--- src/rtl/isr_seq_pkg.sv ---
package isr_seq_pkg;
  typedef enum logic [3:0] {
    S_IDLE,
    S_PUSH_FL,
    S_PUSH_CS,
    S_PUSH_IP,
    S_ACK,
    S_WAIT_VEC,
    S_VEC_LO,
    S_VEC_HI,
    S_VEC_END,
    S_POP_IP,
    S_POP_CS,
    S_POP_FL,
    S_POP_END
  } seq_state_t;

  localparam int unsigned WORD_BYTES = 2;
endpackage

--- src/rtl/isr_sp_reg.sv ---
module isr_sp_reg #(
  parameter int AW = 16,
  parameter logic [AW-1:0] SP_INIT = 'h0800
) (
  input  logic          clk,
  input  logic          rst,
  input  logic          dec,
  input  logic          inc,
  output logic [AW-1:0] sp
);
  localparam logic [AW-1:0] STEP = AW'(isr_seq_pkg::WORD_BYTES);

  always_ff @(posedge clk) begin
    if (rst) begin
      sp <= SP_INIT;
    end else if (dec) begin
      sp <= sp - STEP;
    end else if (inc) begin
      sp <= sp + STEP;
    end
  end
endmodule

--- src/rtl/isr_ctx_regs.sv ---
module isr_ctx_regs #(
  parameter int DW     = 16,
  parameter int IF_BIT = 9
) (
  input  logic          clk,
  input  logic          rst,
  input  logic          core_en,
  input  logic          ip_wr,
  input  logic [DW-1:0] ip_in,
  input  logic          cs_wr,
  input  logic [DW-1:0] cs_in,
  input  logic          fl_wr,
  input  logic [DW-1:0] fl_in,
  input  logic          cli,
  input  logic          sti,
  input  logic          ld_ip,
  input  logic          ld_cs,
  input  logic          ld_fl,
  input  logic          clr_if,
  input  logic [DW-1:0] rdata,
  output logic [DW-1:0] ip,
  output logic [DW-1:0] cs,
  output logic [DW-1:0] flags
);
  logic [DW-1:0] fl_core;

  // core-side flag update: full load first, then enable-bit strobes, clear wins
  always_comb begin
    fl_core = fl_wr ? fl_in : flags;
    if (sti) fl_core[IF_BIT] = 1'b1;
    if (cli) fl_core[IF_BIT] = 1'b0;
  end

  always_ff @(posedge clk) begin
    if (rst) begin
      ip    <= '0;
      cs    <= '0;
      flags <= '0;
    end else begin
      if (ld_ip)                 ip <= rdata;
      else if (core_en && ip_wr) ip <= ip_in;

      if (ld_cs)                 cs <= rdata;
      else if (core_en && cs_wr) cs <= cs_in;

      if (ld_fl)        flags         <= rdata;
      else if (clr_if)  flags[IF_BIT] <= 1'b0;
      else if (core_en) flags         <= fl_core;
    end
  end
endmodule

--- src/rtl/isr_seq_fsm.sv ---
module isr_seq_fsm
  import isr_seq_pkg::*;
#(
  parameter int DW = 16,
  parameter int AW = 16,
  parameter int VW = 8
) (
  input  logic          clk,
  input  logic          rst,
  input  logic          instr_end,
  input  logic          intr_req,
  input  logic          iret,
  input  logic          if_flag,
  input  logic          vec_valid,
  input  logic [VW-1:0] vec_num,
  input  logic [AW-1:0] sp,
  input  logic [DW-1:0] ip,
  input  logic [DW-1:0] cs,
  input  logic [DW-1:0] flags,
  output logic          busy,
  output logic          int_ack,
  output logic          mem_req,
  output logic          mem_we,
  output logic [AW-1:0] mem_addr,
  output logic [DW-1:0] mem_wdata,
  output logic          sp_dec,
  output logic          sp_inc,
  output logic          ld_ip,
  output logic          ld_cs,
  output logic          ld_fl,
  output logic          clr_if
);
  localparam int PAD = AW - VW - 2;
  localparam logic [AW-1:0] STEP = AW'(WORD_BYTES);

  seq_state_t state, state_n;
  logic [VW-1:0] vec_q;
  logic [AW-1:0] tbl_base;
  logic [AW-1:0] sp_below;
  logic          accept;

  assign tbl_base = {{PAD{1'b0}}, vec_q, 2'b00};
  assign sp_below = sp - STEP;
  assign accept   = instr_end && intr_req && if_flag;

  always_comb begin
    state_n = state;
    case (state)
      S_IDLE: begin
        if (iret)        state_n = S_POP_IP;
        else if (accept) state_n = S_PUSH_FL;
      end
      S_PUSH_FL:  state_n = S_PUSH_CS;
      S_PUSH_CS:  state_n = S_PUSH_IP;
      S_PUSH_IP:  state_n = S_ACK;
      S_ACK:      state_n = S_WAIT_VEC;
      S_WAIT_VEC: if (vec_valid) state_n = S_VEC_LO;
      S_VEC_LO:   state_n = S_VEC_HI;
      S_VEC_HI:   state_n = S_VEC_END;
      S_VEC_END:  state_n = S_IDLE;
      S_POP_IP:   state_n = S_POP_CS;
      S_POP_CS:   state_n = S_POP_FL;
      S_POP_FL:   state_n = S_POP_END;
      S_POP_END:  state_n = S_IDLE;
      default:    state_n = S_IDLE;
    endcase
  end

  always_ff @(posedge clk) begin
    if (rst) begin
      state <= S_IDLE;
      vec_q <= '0;
    end else begin
      state <= state_n;
      if (state == S_WAIT_VEC && vec_valid) vec_q <= vec_num;
    end
  end

  always_comb begin
    busy      = (state != S_IDLE);
    int_ack   = 1'b0;
    mem_req   = 1'b0;
    mem_we    = 1'b0;
    mem_addr  = sp;
    mem_wdata = flags;
    sp_dec    = 1'b0;
    sp_inc    = 1'b0;
    ld_ip     = 1'b0;
    ld_cs     = 1'b0;
    ld_fl     = 1'b0;
    clr_if    = 1'b0;
    case (state)
      S_PUSH_FL: begin
        mem_req = 1'b1; mem_we = 1'b1; mem_addr = sp_below;
        mem_wdata = flags; sp_dec = 1'b1; clr_if = 1'b1;
      end
      S_PUSH_CS: begin
        mem_req = 1'b1; mem_we = 1'b1; mem_addr = sp_below;
        mem_wdata = cs; sp_dec = 1'b1;
      end
      S_PUSH_IP: begin
        mem_req = 1'b1; mem_we = 1'b1; mem_addr = sp_below;
        mem_wdata = ip; sp_dec = 1'b1;
      end
      S_ACK: int_ack = 1'b1;
      S_VEC_LO: begin
        mem_req = 1'b1; mem_addr = tbl_base;
      end
      S_VEC_HI: begin
        mem_req = 1'b1; mem_addr = tbl_base + STEP; ld_ip = 1'b1;
      end
      S_VEC_END: ld_cs = 1'b1;
      S_POP_IP: begin
        mem_req = 1'b1; mem_addr = sp; sp_inc = 1'b1;
      end
      S_POP_CS: begin
        mem_req = 1'b1; mem_addr = sp; sp_inc = 1'b1; ld_ip = 1'b1;
      end
      S_POP_FL: begin
        mem_req = 1'b1; mem_addr = sp; sp_inc = 1'b1; ld_cs = 1'b1;
      end
      S_POP_END: ld_fl = 1'b1;
      default: ;
    endcase
  end

  // no boundary strobe, no start
  assert_mid_instr_R1: assert property (@(posedge clk) disable iff (rst)
    (state == S_IDLE && !instr_end && !iret) |=> !busy);

  // a masked request never starts an entry
  assert_masked_R2: assert property (@(posedge clk) disable iff (rst)
    (state == S_IDLE && !if_flag && !iret) |=> !busy);

  // acknowledge is a single-cycle pulse
  assert_ack_pulse_R4: assert property (@(posedge clk) disable iff (rst)
    int_ack |=> !int_ack);

  // a return strobe at idle begins with a stack read, not an acknowledge
  assert_iret_first_R10: assert property (@(posedge clk) disable iff (rst)
    (state == S_IDLE && iret) |=> (mem_req && !mem_we && !int_ack));
endmodule

--- src/rtl/isr_entry_seq.sv ---
module isr_entry_seq #(
  parameter int DW     = 16,
  parameter int AW     = 16,
  parameter int VW     = 8,
  parameter int IF_BIT = 9,
  parameter logic [AW-1:0] SP_INIT = 'h0800
) (
  input  logic          clk,
  input  logic          rst,
  input  logic          instr_end,
  input  logic          intr_req,
  input  logic          iret_stb,
  input  logic          cli_stb,
  input  logic          sti_stb,
  input  logic          ip_wr,
  input  logic [DW-1:0] ip_in,
  input  logic          cs_wr,
  input  logic [DW-1:0] cs_in,
  input  logic          flags_wr,
  input  logic [DW-1:0] flags_in,
  output logic          int_ack,
  input  logic          vec_valid,
  input  logic [VW-1:0] vec_num,
  output logic          mem_req,
  output logic          mem_we,
  output logic [AW-1:0] mem_addr,
  output logic [DW-1:0] mem_wdata,
  input  logic [DW-1:0] mem_rdata,
  output logic [AW-1:0] sp_o,
  output logic [DW-1:0] ip_o,
  output logic [DW-1:0] cs_o,
  output logic [DW-1:0] flags_o,
  output logic          busy
);
  logic sp_dec, sp_inc, ld_ip, ld_cs, ld_fl, clr_if;

  isr_sp_reg #(.AW(AW), .SP_INIT(SP_INIT)) u_sp (
    .clk(clk), .rst(rst), .dec(sp_dec), .inc(sp_inc), .sp(sp_o)
  );

  isr_ctx_regs #(.DW(DW), .IF_BIT(IF_BIT)) u_ctx (
    .clk(clk), .rst(rst), .core_en(!busy),
    .ip_wr(ip_wr), .ip_in(ip_in), .cs_wr(cs_wr), .cs_in(cs_in),
    .fl_wr(flags_wr), .fl_in(flags_in), .cli(cli_stb), .sti(sti_stb),
    .ld_ip(ld_ip), .ld_cs(ld_cs), .ld_fl(ld_fl), .clr_if(clr_if),
    .rdata(mem_rdata), .ip(ip_o), .cs(cs_o), .flags(flags_o)
  );

  isr_seq_fsm #(.DW(DW), .AW(AW), .VW(VW)) u_fsm (
    .clk(clk), .rst(rst), .instr_end(instr_end), .intr_req(intr_req),
    .iret(iret_stb), .if_flag(flags_o[IF_BIT]),
    .vec_valid(vec_valid), .vec_num(vec_num),
    .sp(sp_o), .ip(ip_o), .cs(cs_o), .flags(flags_o),
    .busy(busy), .int_ack(int_ack), .mem_req(mem_req), .mem_we(mem_we),
    .mem_addr(mem_addr), .mem_wdata(mem_wdata),
    .sp_dec(sp_dec), .sp_inc(sp_inc), .ld_ip(ld_ip), .ld_cs(ld_cs),
    .ld_fl(ld_fl), .clr_if(clr_if)
  );

  // stack and table traffic stays word aligned
  assert_align_R3: assert property (@(posedge clk) disable iff (rst)
    mem_req |-> !mem_addr[0]);

  // by the time the controller is acknowledged, interrupts are masked
  assert_masked_at_ack_R7: assert property (@(posedge clk) disable iff (rst)
    int_ack |-> !flags_o[IF_BIT]);

  // the acknowledge only occurs inside a busy sequence
  assert_busy_ack_R8: assert property (@(posedge clk) disable iff (rst)
    int_ack |-> busy);
endmodule

--- config.mk ---
export PLATFORM = sky130hd
export DESIGN_NAME = isr_entry_seq
export DESIGN_NICKNAME = d
export VERILOG_FILES = /design/src/rtl/isr_seq_pkg.sv /design/src/rtl/isr_sp_reg.sv /design/src/rtl/isr_ctx_regs.sv /design/src/rtl/isr_seq_fsm.sv /design/src/rtl/isr_entry_seq.sv
export SDC_FILE = /design/constraint.sdc
export NUM_CORES = 1
export LEC_CHECK = 0
export BUFFER_PORTS_ARGS = -buffer_cell sky130_fd_sc_hd__buf_4
export CORE_ASPECT_RATIO = 0.9
export CORE_MARGIN = 3
export CORE_UTILIZATION = 45
export DETAILED_ROUTE_END_ITERATION = 7
export MAX_ROUTING_LAYER = met4
export PLACE_DENSITY_LB_ADDON = 0.1
export SLEW_MARGIN = 25
export SYNTH_ARGS = -nofsm -noshare
export SYNTH_HDL_FRONTEND = slang
export SYNTH_SLANG_ARGS = --single-unit
--- constraint.sdc ---
create_clock -name clk -period 2.9 [get_ports clk]
set_input_delay 0.145 -clock clk [delete_from_list [all_inputs] [get_ports clk]]
set_output_delay 0.145 -clock clk [all_outputs]
set_load 0.01 [all_outputs]
After elaboration in Yosys (flattened, before gate mapping). Index checks and enable logic that the tools add are counted.

Order comparisons: 0. Divide/modulo/power cells: 0. Reductions and logical operators: 21. Equal/unequal tests: 17. Bitwise operators: 0. Add/subtract/negate cells: 3. Shift operators: 0. Multipliers: 0. Muxes and demuxes: 28.

Operators with widths (number): 16-bit 2-to-1 mux (9); 16-bit one-hot mux with 3 select lines (1); 4-bit one-hot mux with 11 select lines (1); 16-bit one-hot mux with 2 select lines (1); 4-bit equality test, second input constant (5); 16-bit by 2-bit adder with 16-bit output, second input constant (1); 4-bit by 3-bit equality test with 1-bit output, second input constant (4); 16-bit by 2-bit subtractor with 16-bit output, second input constant (1); 4-bit 2-to-1 mux (3); 10-bit by 2-bit adder with 11-bit output, second input constant (1); 1-bit 2-to-1 mux (11); 9-bit 2-to-1 mux (1); 4-bit by 2-bit equality test with 1-bit output, second input constant (2); 2-bit nonzero test (4); 8-bit OR reduction (1); 6-bit 2-to-1 mux (1); 3-bit OR reduction (2); 1-bit logical AND (5); 5-bit nonzero test (1); 4-bit by 1-bit equality test with 1-bit output, second input constant (1); 4-bit zero test (1); 2-bit != test, second input constant (2); 2-bit AND reduction (2); 4-bit nonzero test (1); 6 further kinds (7).

Bits in registers: 76. Memory bits (read-only): 0. Input port bits: 83. Output and inout bits: 100. Logic and storage cells: 76. Bits in latches: 0. Memories kept: 0. RAM bits: 0.

Depth between registers and ports, before layout. Gate-level depths: netlist of the first run.

Word-level depth: 6. Mapped depth: 8.

Modules after synthesis. A second synthesis of the first run with hierarchy kept.

Cells, all modules: 576. Area, all modules: 4994.8 µm².

By module, submodules not included: isr_ctx_regs (times used 1, seq. area each 960.9 µm², cells an instance 238, area each 2384.8 µm²); isr_seq_fsm (times used 1, seq. area each 240.2 µm², cells an instance 200, area each 1460.2 µm²); isr_sp_reg (times used 1, seq. area each 300.3 µm², cells an instance 137, area each 1146.1 µm²); isr_entry_seq (times used 1, seq. area each 0.0 µm², cells an instance 1, area each 3.8 µm²).

Worst setup path after synthesis of the first run. OpenSTA, ideal clock, no wires.

Kind: reg2reg. Start point: register u_sp.sp[1]. End point: register u_sp.sp[7]. Required time: 2.772 ns. Arrival time: 1.967 ns. Setup time: 0.128 ns. Setup slack: 0.805 ns. Cell stages (with the launch flop): 9. Clock period less this slack: 2.095 ns. Cells stage by stage: dfxtp_1 clkbuf_1 inv_1 ha_1 or3b_1 or4_1 a21oi_1 xnor2_1 nor2_1.

Word-level cells in the longest chain between the ends: 3. Elaborated cells on any way between the ends: 4. Those cells by class: add/sub: 2; mux: 2.

RTL lines: start, declared (line isr_sp_reg.sv:9) `output logic [AW-1:0] sp`; start signal, assigned (line isr_sp_reg.sv:17) `sp <= sp - STEP;`; start signal, assigned (line isr_sp_reg.sv:19) `sp <= sp + STEP;`; 16-bit by 2-bit adder with 16-bit output (line isr_sp_reg.sv:19); 16-bit 2-to-1 mux (line isr_sp_reg.sv:18) `end else if (inc) begin`; 16-bit 2-to-1 mux (*) (line isr_sp_reg.sv:16) `end else if (dec) begin`.

Mark *: on every way between the ends. The rest lies on a longest branch, timed or not. The select of a mux whose other input is x is not followed. A chain may end at the register's enable or synchronous reset.

Worst setup path in the final report of the first run.
Start point: register u_sp.sp[1]. End point: output port mem_addr[13].

Word-level cells in the longest chain between the ends: 2.

RTL lines: 16-bit by 2-bit subtractor with 16-bit output (line isr_seq_fsm.sv:43) `assign sp_below = sp - STEP;`; 16-bit one-hot mux with 3 select lines (line isr_seq_fsm.sv:92) `case (state)`; end, declared (line isr_entry_seq.sv:26) `output logic [AW-1:0] mem_addr,`.

No other way between the ends.

==> results of run 1 <==
registers in the layout, summed over array words and instances (netlist names):
| register | cells |
|---|---|
| u_fsm.vec_q | 8 |
| u_fsm.state | 4 |
| u_ctx.cs | 16 |
| u_ctx.ip | 16 |
| u_sp.sp | 15 |
| u_ctx.flags | 16 |
report_power, final:
part	leakage, nW	switching (mW)	internal (mW)
sequential	0.615	0.242	1.20
clock	0.0839	0.405	0.325
combinational	1.88	1.16	0.966
per-layer routing:
| metal | wire length [um] | GRT usage (%) |
|---|---|---|
| met5 | 0 | - |
| met4 | 274 | 7.764 |
| met3 | 1180 | 7.083 |
| met2 | 6870 | 40.84 |
| met1 | 7248 | 39.18 |
cells by family (layout without fill, tap and decap cells):
group,Yosys count,in the layout,share of synthesized area (%)
xor+xnor,10,10,1.952
buf+inv,66,219,6.637
flops,75,75,33.46
compound gates,144,144,21.67
other cells,1,2,0.08358
simple gates,255,255,26.46
fa+ha+maj,2,2,0.5576
mux,41,41,9.174
cell type report:
type	count	area, um^2	area share (%)
clock inverter	5	30.03	0.4972
tap	122	152.6	2.527
inverter	8	30.03	0.4972
sequential	75	1501	24.86
clock buffer	10	137.6	2.279
multi-input combinational	454	2716	44.98
timing repair buffer	196	1471	24.36
tightest hold or removal path, delay by kind of cell:
family | cells | cell delay [ns]
mux | 1 | 0.05
buf+inv | 1 | 0.08
simple gates | 1 | 0.07
path summary, 6_finish.rpt:
| kind | to | slack (ns) | depth (start not counted) |
|---|---|---|---|
| worst max-delay path | mem_addr[13] | 0.26 | 6 |
| worst min-delay path | u_fsm.vec_q[5]$_SDFFE_PP0P_ | 0.01 | 3 |
| worst max register to register | u_ctx.cs[15]$_SDFFE_PP0P_ | 0.49 | 5 |
| worst min register to register | u_ctx.cs[1]$_SDFFE_PP0P_ | 0.49 | 2 |
through the flow:
step | hold slack, ns | power, mW | util [%] | setup WS (ns) | cell area (um^2)
after floorplan | 0.2855 | 2.664 | - | 0.8054 | 4491
after global placement | 0.3726 | 3.522 | 62.25 | 0.6244 | 5861
after detailed placement | 0.3843 | 3.556 | 62.25 | 0.5296 | 5861
after CTS | 0.003875 | 4.289 | 64.04 | 0.1116 | 6028
after global routing | 0.006281 | 4.601 | 64.15 | 0.02805 | 6040
final | 0.01486 | 4.295 | 64.15 | 0.2615 | 6040
repair_timing:
action / 4_1_cts / 5_1_grt
setup endpoints to repair: 0 / 3
endpoints found under the hold margin: 0 / 0
resized for setup: 0 / 2
cells in the final DEF (no fill, tap or decap), types with 3 or more instances in the layout:
master    count
clkinv_2      3
a211oi_1     15
or4_1         3
nor2_1      102
a31oi_1       5
inv_1         8
xor2_1        3
o22ai_1       7
nand4_1       7
a221o_1       3
a311oi_1     26
dfxtp_1      75
nor4_1        5
nand3_1      42
buf_4       196
nor3_1       18
mux2i_1      40
xnor2_1       7
nand2_1      48
nor2b_1       3
o21ai_0      28
a21oi_1      34
clkbuf_8     10
nand2b_1      3
or3_1         3
==> impl_metrics.tcl, run 1 <==
set metrics [dict create \
    crit_start "u_sp.sp[1]$_SDFFE_PP0P_" \
    io_buffers 180 \
    cts_tree "built" \
    die_area_um2 11210 \
    synth_cell_type_count 66 \
    critPathSlowestCell "dfxtp_1" \
    first_pass_iters 5 \
    syn_area_um2 4487 \
    coreArea_um2 9414 \
    path_class "reg -> out" \
    ant_nets 0 \
    syn_inst 594 \
    gp_congestion 0.8936 \
    fp.dieW_um 111.3 \
    r2r-start "u_fsm.state[1]$_SDFFE_PP0P_" \
    crit_arrival_ns 2.49 \
    ys_warn_count 0 \
    ys_seq_area_share_pct 33.46 \
    worstPathCellList "inv_1 -> ha_1 -> nor3b_2 -> nand4_1 -> o31ai_1 -> buf_4" \
    hold_violations 0 \
    dieHeight_um 100.7 \
    drt_iter0_markers 454 \
    power.density_nw_per_um2 711.2 \
    postCtsSetupBuffers 0 \
    path_buf_inv 2 \
    hold_buffers 0 \
    placedCellCount 855 \
    synth-seq-cells 75 \
    clkLatencyLatePin_ns 0.36 \
    synth_edf_count 0 \
    fin_setup_tns_ns 0 \
    setup_viol 0 \
    cts_root_buf "clkbuf_8" \
    area_growth_syn_to_layout_pct 34.61 \
    endpoint_kind "output port" \
    slew-limit-headroom_pct 42.82 \
    placementRows 33 \
    fin_crit_ns 2.639 \
    via_count 5116 \
    grt_antenna_before_repair 0 \
    nets 829 \
    maxSlewViolCount 0 \
    fin_worst_skew_ns 0.006474 \
    slowest_delay_ns 0.45 \
    fillers 837 \
    yosysTopAreaCell "dfxtp_1" \
    grt_max_degree 76 \
    synth_common_cells "nor2_1, dfxtp_1, nand2_1" \
    fin_crit_sh_pct 90.98 \
    grt_pass1_vias 4875 \
    ys_async_sr_fraction_pct 0 \
    ir_drop_mv 0.4540 \
    dp_hpwl_um 11150 \
    ioPinCount 183 \
    yosysMostFrequentCell "nor2_1" \
    cp_max_fo 15 \
    cts_buffers 9 \
    start_kind "flip-flop" \
    worstHoldStart "vec_num[5]" \
    start_util_pct 47.66 \
    wl_per_cell_um 17.90 \
    drive_above_1_share_pct 29.95 \
    stdcell_count 870 \
    tightest_slew_ns 0.8577 \
    synth.top_cell.area_share_pct 33.46 \
    htree_levels 3 \
    routed_wl_um 15570 \
    hold_path.class "in -> reg" \
    clockBufferDepth 2 \
    synthFlopType "dfxtp_1" \
    synth_area_per_cell_um2 7.554 \
    insertedDiodeCount 0 \
    crit_family "simple AND/OR/NAND/NOR gates" \
    max_cap_viol_count 0 \
    clk_pin_slew_ns 0.08 \
    synthTopCellsByArea "dfxtp_1, mux2i_1, nor2_1" \
    outcome "complete, no violations" \
    p_leak_nw 2.574 \
    cts_sinks 75 \
    grt_usage_pct 28.21 \
    worstPathRequired_ns 2.76 \
    gr-total-overflow 0 \
    drc 0 \
    via_per_inst 5.880 \
    max_clock_freq_mhz 379.0 \
    grt_pass1_wl_um 25230 \
    rsz0062_at_grt "no" \
]
(Power assumes the default switching activity.)
==> run 2, diff against run 1 <==
--- a/config.mk
+++ b/config.mk
@@ -6,9 +6,11 @@
 export NUM_CORES = 1
 export LEC_CHECK = 0
 export BUFFER_PORTS_ARGS = -buffer_cell sky130_fd_sc_hd__buf_4
+export CELL_PAD_IN_SITES_DETAIL_PLACEMENT = 0
+export CELL_PAD_IN_SITES_GLOBAL_PLACEMENT = 1
 export CORE_ASPECT_RATIO = 0.9
 export CORE_MARGIN = 3
-export CORE_UTILIZATION = 45
+export CORE_UTILIZATION = 34
 export DETAILED_ROUTE_END_ITERATION = 7
 export MAX_ROUTING_LAYER = met4
 export PLACE_DENSITY_LB_ADDON = 0.1
==> impl_metrics.tcl, run 2 (synthesis results as in run 1) <==
set metrics [dict create \
    outcome "complete, no violations" \
    placed_area_um2 5919 \
    worstPathRequired_ns 2.76 \
    cpMostUsedCell "o21ai_0" \
    grt_antenna_before_repair 0 \
    p_total_mw 4.699 \
    slowest_delay_ns 0.45 \
    via_per_inst 5.398 \
    via_count 4923 \
    ir_drop_mv 0.3000 \
    drive_above_1_share_pct 29.81 \
    dieHeight_um 115.0 \
    drc 0 \
    critPathSlowestCell "dfxtp_1" \
    met2_usage_pct 32.72 \
    coreArea_um2 12780 \
    r2r_slack_ns 0.65 \
    fin_setup_tns_ns 0 \
    met3_usage_pct 3.484 \
    routed_wl_um 16160 \
    slew-limit-headroom_pct 41.97 \
    grt-busiest-layer "met2" \
    ant_nets 0 \
    grt_pass1_wl_um 25100 \
    first_pass_iters 5 \
    fp.dieW_um 127.1 \
    final_area_um2 6231 \
    fin_crit_sh_pct 88.40 \
    path_class "reg -> out" \
    rsz0062_at_grt "no" \
    layout_commonest_cell "buf_4" \
    cts_buffers 9 \
    hold_buffers 0 \
    placementRows 39 \
    maxSlewViolCount 0 \
    rr_worst_depth 7 \
    worstPathCellList "inv_1 -> ha_1 -> or3b_1 -> nor2_1 -> a21oi_1 -> o21ai_0 -> o21ai_0 -> buf_4" \
    gr-total-overflow 0 \
    layout_common_cells "buf_4, nor2_1, dfxtp_1, nand2_1, nand3_1" \
    start_kind "flip-flop" \
    fin_crit_ns 2.564 \
    cp.depth 8 \
    cts_root_buf "clkbuf_16" \
    gp_congestion 0.8716 \
    clkLatencyLatePin_ns 0.34 \
    endpoint_kind "output port" \
    htree_levels 3 \
    fin_worst_skew_ns 0.007616 \
    hold_path.class "in -> reg" \
    r2r-start "u_sp.sp[1]$_SDFFE_PP0P_" \
    grt_usage_pct 22.06 \
    met1_usage_pct 31.18 \
    hold_violations 0 \
    max_clock_freq_mhz 390.1 \
    ioPinCount 183 \
    clk_pin_slew_ns 0.06 \
    grt_max_degree 76 \
    cts_tree "built" \
    dp_hpwl_um 11520 \
    crit_arrival_ns 2.42 \
    top_regs "u_ctx.cs (16), u_ctx.flags (16), u_ctx.ip (16)" \
    path_buf_inv 2 \
    r2r_end "u_sp.sp[7]$_SDFFE_PP0P_" \
    die_area_um2 14610 \
    tightest_slew_ns 0.8704 \
    grt_pass1_vias 4583 \
    nets 828 \
    start_util_pct 35.09 \
    setup_viol 0 \
    insertedDiodeCount 0 \
    cp_max_fo 15 \
    area_growth_syn_to_layout_pct 38.87 \
    max_cap_viol_count 0 \
    cts_sinks 75 \
    io_buffers 180 \
    drt_iter0_markers 462 \
    wl_per_cell_um 17.72 \
    p_leak_nw 2.628 \
    crit_family "simple AND/OR/NAND/NOR gates" \
    clockBufferDepth 2 \
    crit_path_end "mem_addr[11]" \
    power.density_nw_per_um2 754.2 \
    crit_start "u_sp.sp[1]$_SDFFE_PP0P_" \
]
[run 2: power by group]
group | leakage (nW) | switching, mW | internal, mW
Combinational | 1.87 | 1.12 | 0.965
Sequential | 0.616 | 0.263 | 1.20
Clock | 0.142 | 0.458 | 0.693
[run 2: worst reg2reg max path, stage by stage (launching register included)]
cell and delay (ns):
dfxtp_1 0.45, inv_1 0.18, ha_1 0.25, or3b_1 0.45, or4_1 0.42, a21oi_1 0.17
xnor2_1 0.14, nor2_1 0.05
[run 2: per-stage QoR]
step / std cells / hold WS (ns) / utilization (%) / setup WS, ns
global placement: 896 / 0.3758 / 46.30 / 0.6130
detailed placement: 896 / 0.3819 / 46.30 / 0.5965
global route: 912 / 0.02397 / 48.74 / 0.1243
floorplan: 595 / 0.2855 / - / 0.8054
CTS: 912 / 0.02173 / 48.69 / 0.1952
finish: 912 / 0.03454 / 48.74 / 0.3364
[run 2: worst min-delay path by stage]
stage	startpoint	end	slack (ns)	depth (start not counted)
detailed placement	vec_num[1]	u_fsm.vec_q[1]$_SDFFE_PP0P_	0.38	3
floorplan	mem_rdata[9]	u_ctx.flags[9]$_SDFFE_PP0P_	0.29	2
global route	vec_num[2]	u_fsm.vec_q[2]$_SDFFE_PP0P_	0.02	3
finish	vec_num[1]	u_fsm.vec_q[1]$_SDFFE_PP0P_	0.03	3
CTS	vec_num[1]	u_fsm.vec_q[1]$_SDFFE_PP0P_	0.02	3
global placement	vec_num[2]	u_fsm.vec_q[2]$_SDFFE_PP0P_	0.38	3
[run 2: area by class of cell]
cell class	instances	area, um^2
clock buffers	11	242.7
flip-flops and latches	75	1504
repair buffers	195	1476
well taps	164	205.2
inverters	8	30.03
clock inverters	5	62.56
multi-input cells	454	2710
fillers	1312	6554
[run 2: routing by layer]
layer | up-vias | share of wire (%)
li1 | 2460 | -
met1 | 2289 | 48
met4 | 0 | 1.1
met2 | 161 | 44
met5 | - | 0
met3 | 13 | 6.6
[run 2: timing repair]
item | CTS | global route
buffers inserted | 0 | 0
endpoints found under the setup margin | 0 | 3
resized for setup | 0 | 2
==> run 3, diff against run 2 <==
--- a/config.mk
+++ b/config.mk
@@ -5,12 +5,13 @@
 export SDC_FILE = /design/constraint.sdc
 export NUM_CORES = 1
 export LEC_CHECK = 0
+export ABC_AREA = 1
 export BUFFER_PORTS_ARGS = -buffer_cell sky130_fd_sc_hd__buf_4
 export CELL_PAD_IN_SITES_DETAIL_PLACEMENT = 0
 export CELL_PAD_IN_SITES_GLOBAL_PLACEMENT = 1
 export CORE_ASPECT_RATIO = 0.9
 export CORE_MARGIN = 3
-export CORE_UTILIZATION = 34
+export CORE_UTILIZATION = 32
 export DETAILED_ROUTE_END_ITERATION = 7
 export MAX_ROUTING_LAYER = met4
 export PLACE_DENSITY_LB_ADDON = 0.1
==> impl_metrics.tcl, run 3 <==
set metrics [dict create \
    synth.top_cell.area_share_pct 34.36 \
    final_area_um2 6162 \
    worstPathCellList "inv_2 -> nand2_1 -> inv_1 -> nand2_1 -> nand2_1 -> o21ai_0 -> buf_4" \
    coreArea_um2 13030 \
    stdcell_count 1030 \
    placed_area_um2 5846 \
    fillers 1395 \
    tightest_slew_ns 0.7102 \
    cts_buffers 9 \
    hold_violations 0 \
    io_buffers 180 \
    max_clock_freq_mhz 405.0 \
    rsz0062_at_grt "no" \
    routed_wl_um 17460 \
    syn_area_um2 4369 \
    drive_above_1_share_pct 25.29 \
    cpMostUsedCell "nand2_1" \
    synth-seq-cells 75 \
    crit_family "simple AND/OR/NAND/NOR gates" \
    cts_sinks 75 \
    ioPinCount 183 \
    placementRows 39 \
    hold_buffers 0 \
    cp_max_fo 14 \
    clk_pin_slew_ns 0.06 \
    grt_pass1_wl_um 26700 \
    path_buf_inv 3 \
    grt_usage_pct 23.42 \
    yosysTopAreaCell "dfxtp_1" \
    setup_viol 0 \
    critPathSlowestCell "o21ai_0" \
    dp_hpwl_um 12800 \
    top_regs "u_ctx.cs (16), u_ctx.flags (16), u_ctx.ip (16)" \
    grt_pass1_vias 5012 \
    via_count 5360 \
    register_area_um2 1501 \
    cts_root_buf "clkbuf_16" \
    slew-limit-headroom_pct 52.60 \
    die_area_um2 15090 \
    fin_worst_skew_ns 0.007420 \
    hold_path.class "in -> reg" \
    ir_drop_mv 0.3949 \
    synth_area_per_cell_um2 6.224 \
    start_util_pct 33.54 \
    gr-total-overflow 0 \
    nets 947 \
    wl_per_cell_um 16.95 \
    multi_input_area_um2 2437 \
    p_total_mw 6.046 \
    layout_common_cells "buf_4, nand2_1, o21ai_0, nor2_1, dfxtp_1" \
    first_pass_iters 5 \
    area_growth_syn_to_layout_pct 41.04 \
    ys_seq_area_share_pct 34.36 \
    slowest_delay_ns 0.46 \
    synth_common_cells "nand2_1, o21ai_0, nor2_1" \
    synthTopCellsByArea "dfxtp_1, nand2_1, o21ai_0" \
    synth_edf_count 0 \
    ys_async_sr_fraction_pct 0 \
    placedCellCount 1015 \
    fp.dieW_um 129.2 \
    synth_cell_type_count 30 \
    grt_antenna_before_repair 0 \
    gp_congestion 0.8920 \
    fin_crit_ns 2.469 \
    start_kind "flip-flop" \
    dieHeight_um 116.9 \
    power.density_nw_per_um2 981.1 \
    postCtsSetupBuffers 0 \
    path_class "reg -> out" \
    cts_resized 0 \
    endpoint_kind "output port" \
    ant_nets 0 \
    drc 0 \
    synthFlopType "dfxtp_1" \
    p_leak_nw 2.808 \
    syn_inst 702 \
    via_per_inst 5.204 \
    drt_iter0_markers 396 \
    max_cap_viol_count 0 \
    fin_setup_tns_ns 0 \
    crit_arrival_ns 2.32 \
    maxSlewViolCount 0 \
    cts_tree "built" \
    outcome "complete, no violations" \
    grt_max_degree 41 \
    worstPathRequired_ns 2.76 \
    insertedDiodeCount 0 \
    htree_levels 3 \
    clockBufferDepth 2 \
    ys_warn_count 0 \
    layout_commonest_cell "buf_4" \
    fin_crit_sh_pct 85.15 \
    yosysMostFrequentCell "nand2_1" \
    clkLatencyLatePin_ns 0.34 \
]
## run 3: cell families (layout without fill, tap and decap cells)
| logic type | after synthesis | after routing | synth area share, % |
|---|---|---|---|
| AO/OA/AOI/OAI | 205 | 205 | 25.83 |
| XOR/XNOR | 1 | 1 | 0.2005 |
| adder cells (fa/ha/maj) | 2 | 2 | 0.5726 |
| buffers and inverters | 112 | 275 | 10.14 |
| flip-flops | 75 | 75 | 34.36 |
| other | 1 | 2 | 0.08583 |
| AND/OR/NAND/NOR | 306 | 306 | 28.81 |
## run 3: area by class of cell
| type | count | share of cell area [%] |
|---|---|---|
| clock buffers | 11 | 3.939 |
| well taps | 164 | 3.330 |
| flip-flops and latches | 75 | 24.37 |
| clock inverters | 4 | 1.198 |
| repair buffers | 190 | 23.35 |
| inverters | 70 | 4.264 |
| multi-input cells | 516 | 39.55 |
## run 3: worst register-to-register path: cells and delay by family (launching register included)
family          cells  cell delay, ns
simple gates        4            0.77
buf+inv             2            0.55
flops               1            0.45
compound gates      2            0.20
## run 3: worst paths after layout
path / start / to / slack, ns / depth (start not counted)
setup / recovery: u_fsm.state[3]$_SDFFE_PP0P_ / mem_addr[1] / 0.43 / 7
hold reg to reg: u_fsm.vec_q[1]$_SDFFE_PP0P_ / u_fsm.vec_q[1]$_SDFFE_PP0P_ / 0.45 / 2
hold / removal: ip_in[12] / u_ctx.ip[12]$_SDFFE_PP0P_ / 0.03 / 3
setup reg to reg: u_fsm.state[3]$_SDFFE_PP0P_ / u_ctx.cs[2]$_SDFFE_PP0P_ / 0.85 / 8
## run 3: per-stage QoR
stage | hold slack, ns | setup WS [ns] | util [%]
finish | 0.03081 | 0.4307 | 47.30
global route | 0.03573 | 0.2952 | 47.30
CTS | 0.01779 | 0.4535 | 47.30
detailed placement | 0.3802 | 0.8469 | 44.87
global placement | 0.3734 | 0.8743 | 44.87
floorplan | 0.2829 | 1.334 | -
## run 3: power breakdown
part | leakage [nW] | switching [mW] | internal (mW)
Clock | 0.156 | 0.449 | 0.774
Sequential | 0.616 | 0.338 | 1.30
Combinational | 2.04 | 1.89 | 1.29
## run 3: layer usage
metal  global-route usage [%]  vias to the layer above  wire, um
met3                    5.989                       20      1499
met4                    6.228                        0       298
met1                    32.71                     2442      8234
li1                         -                     2661         -
met5                        -                        -         0
met2                    33.67                      237      7424
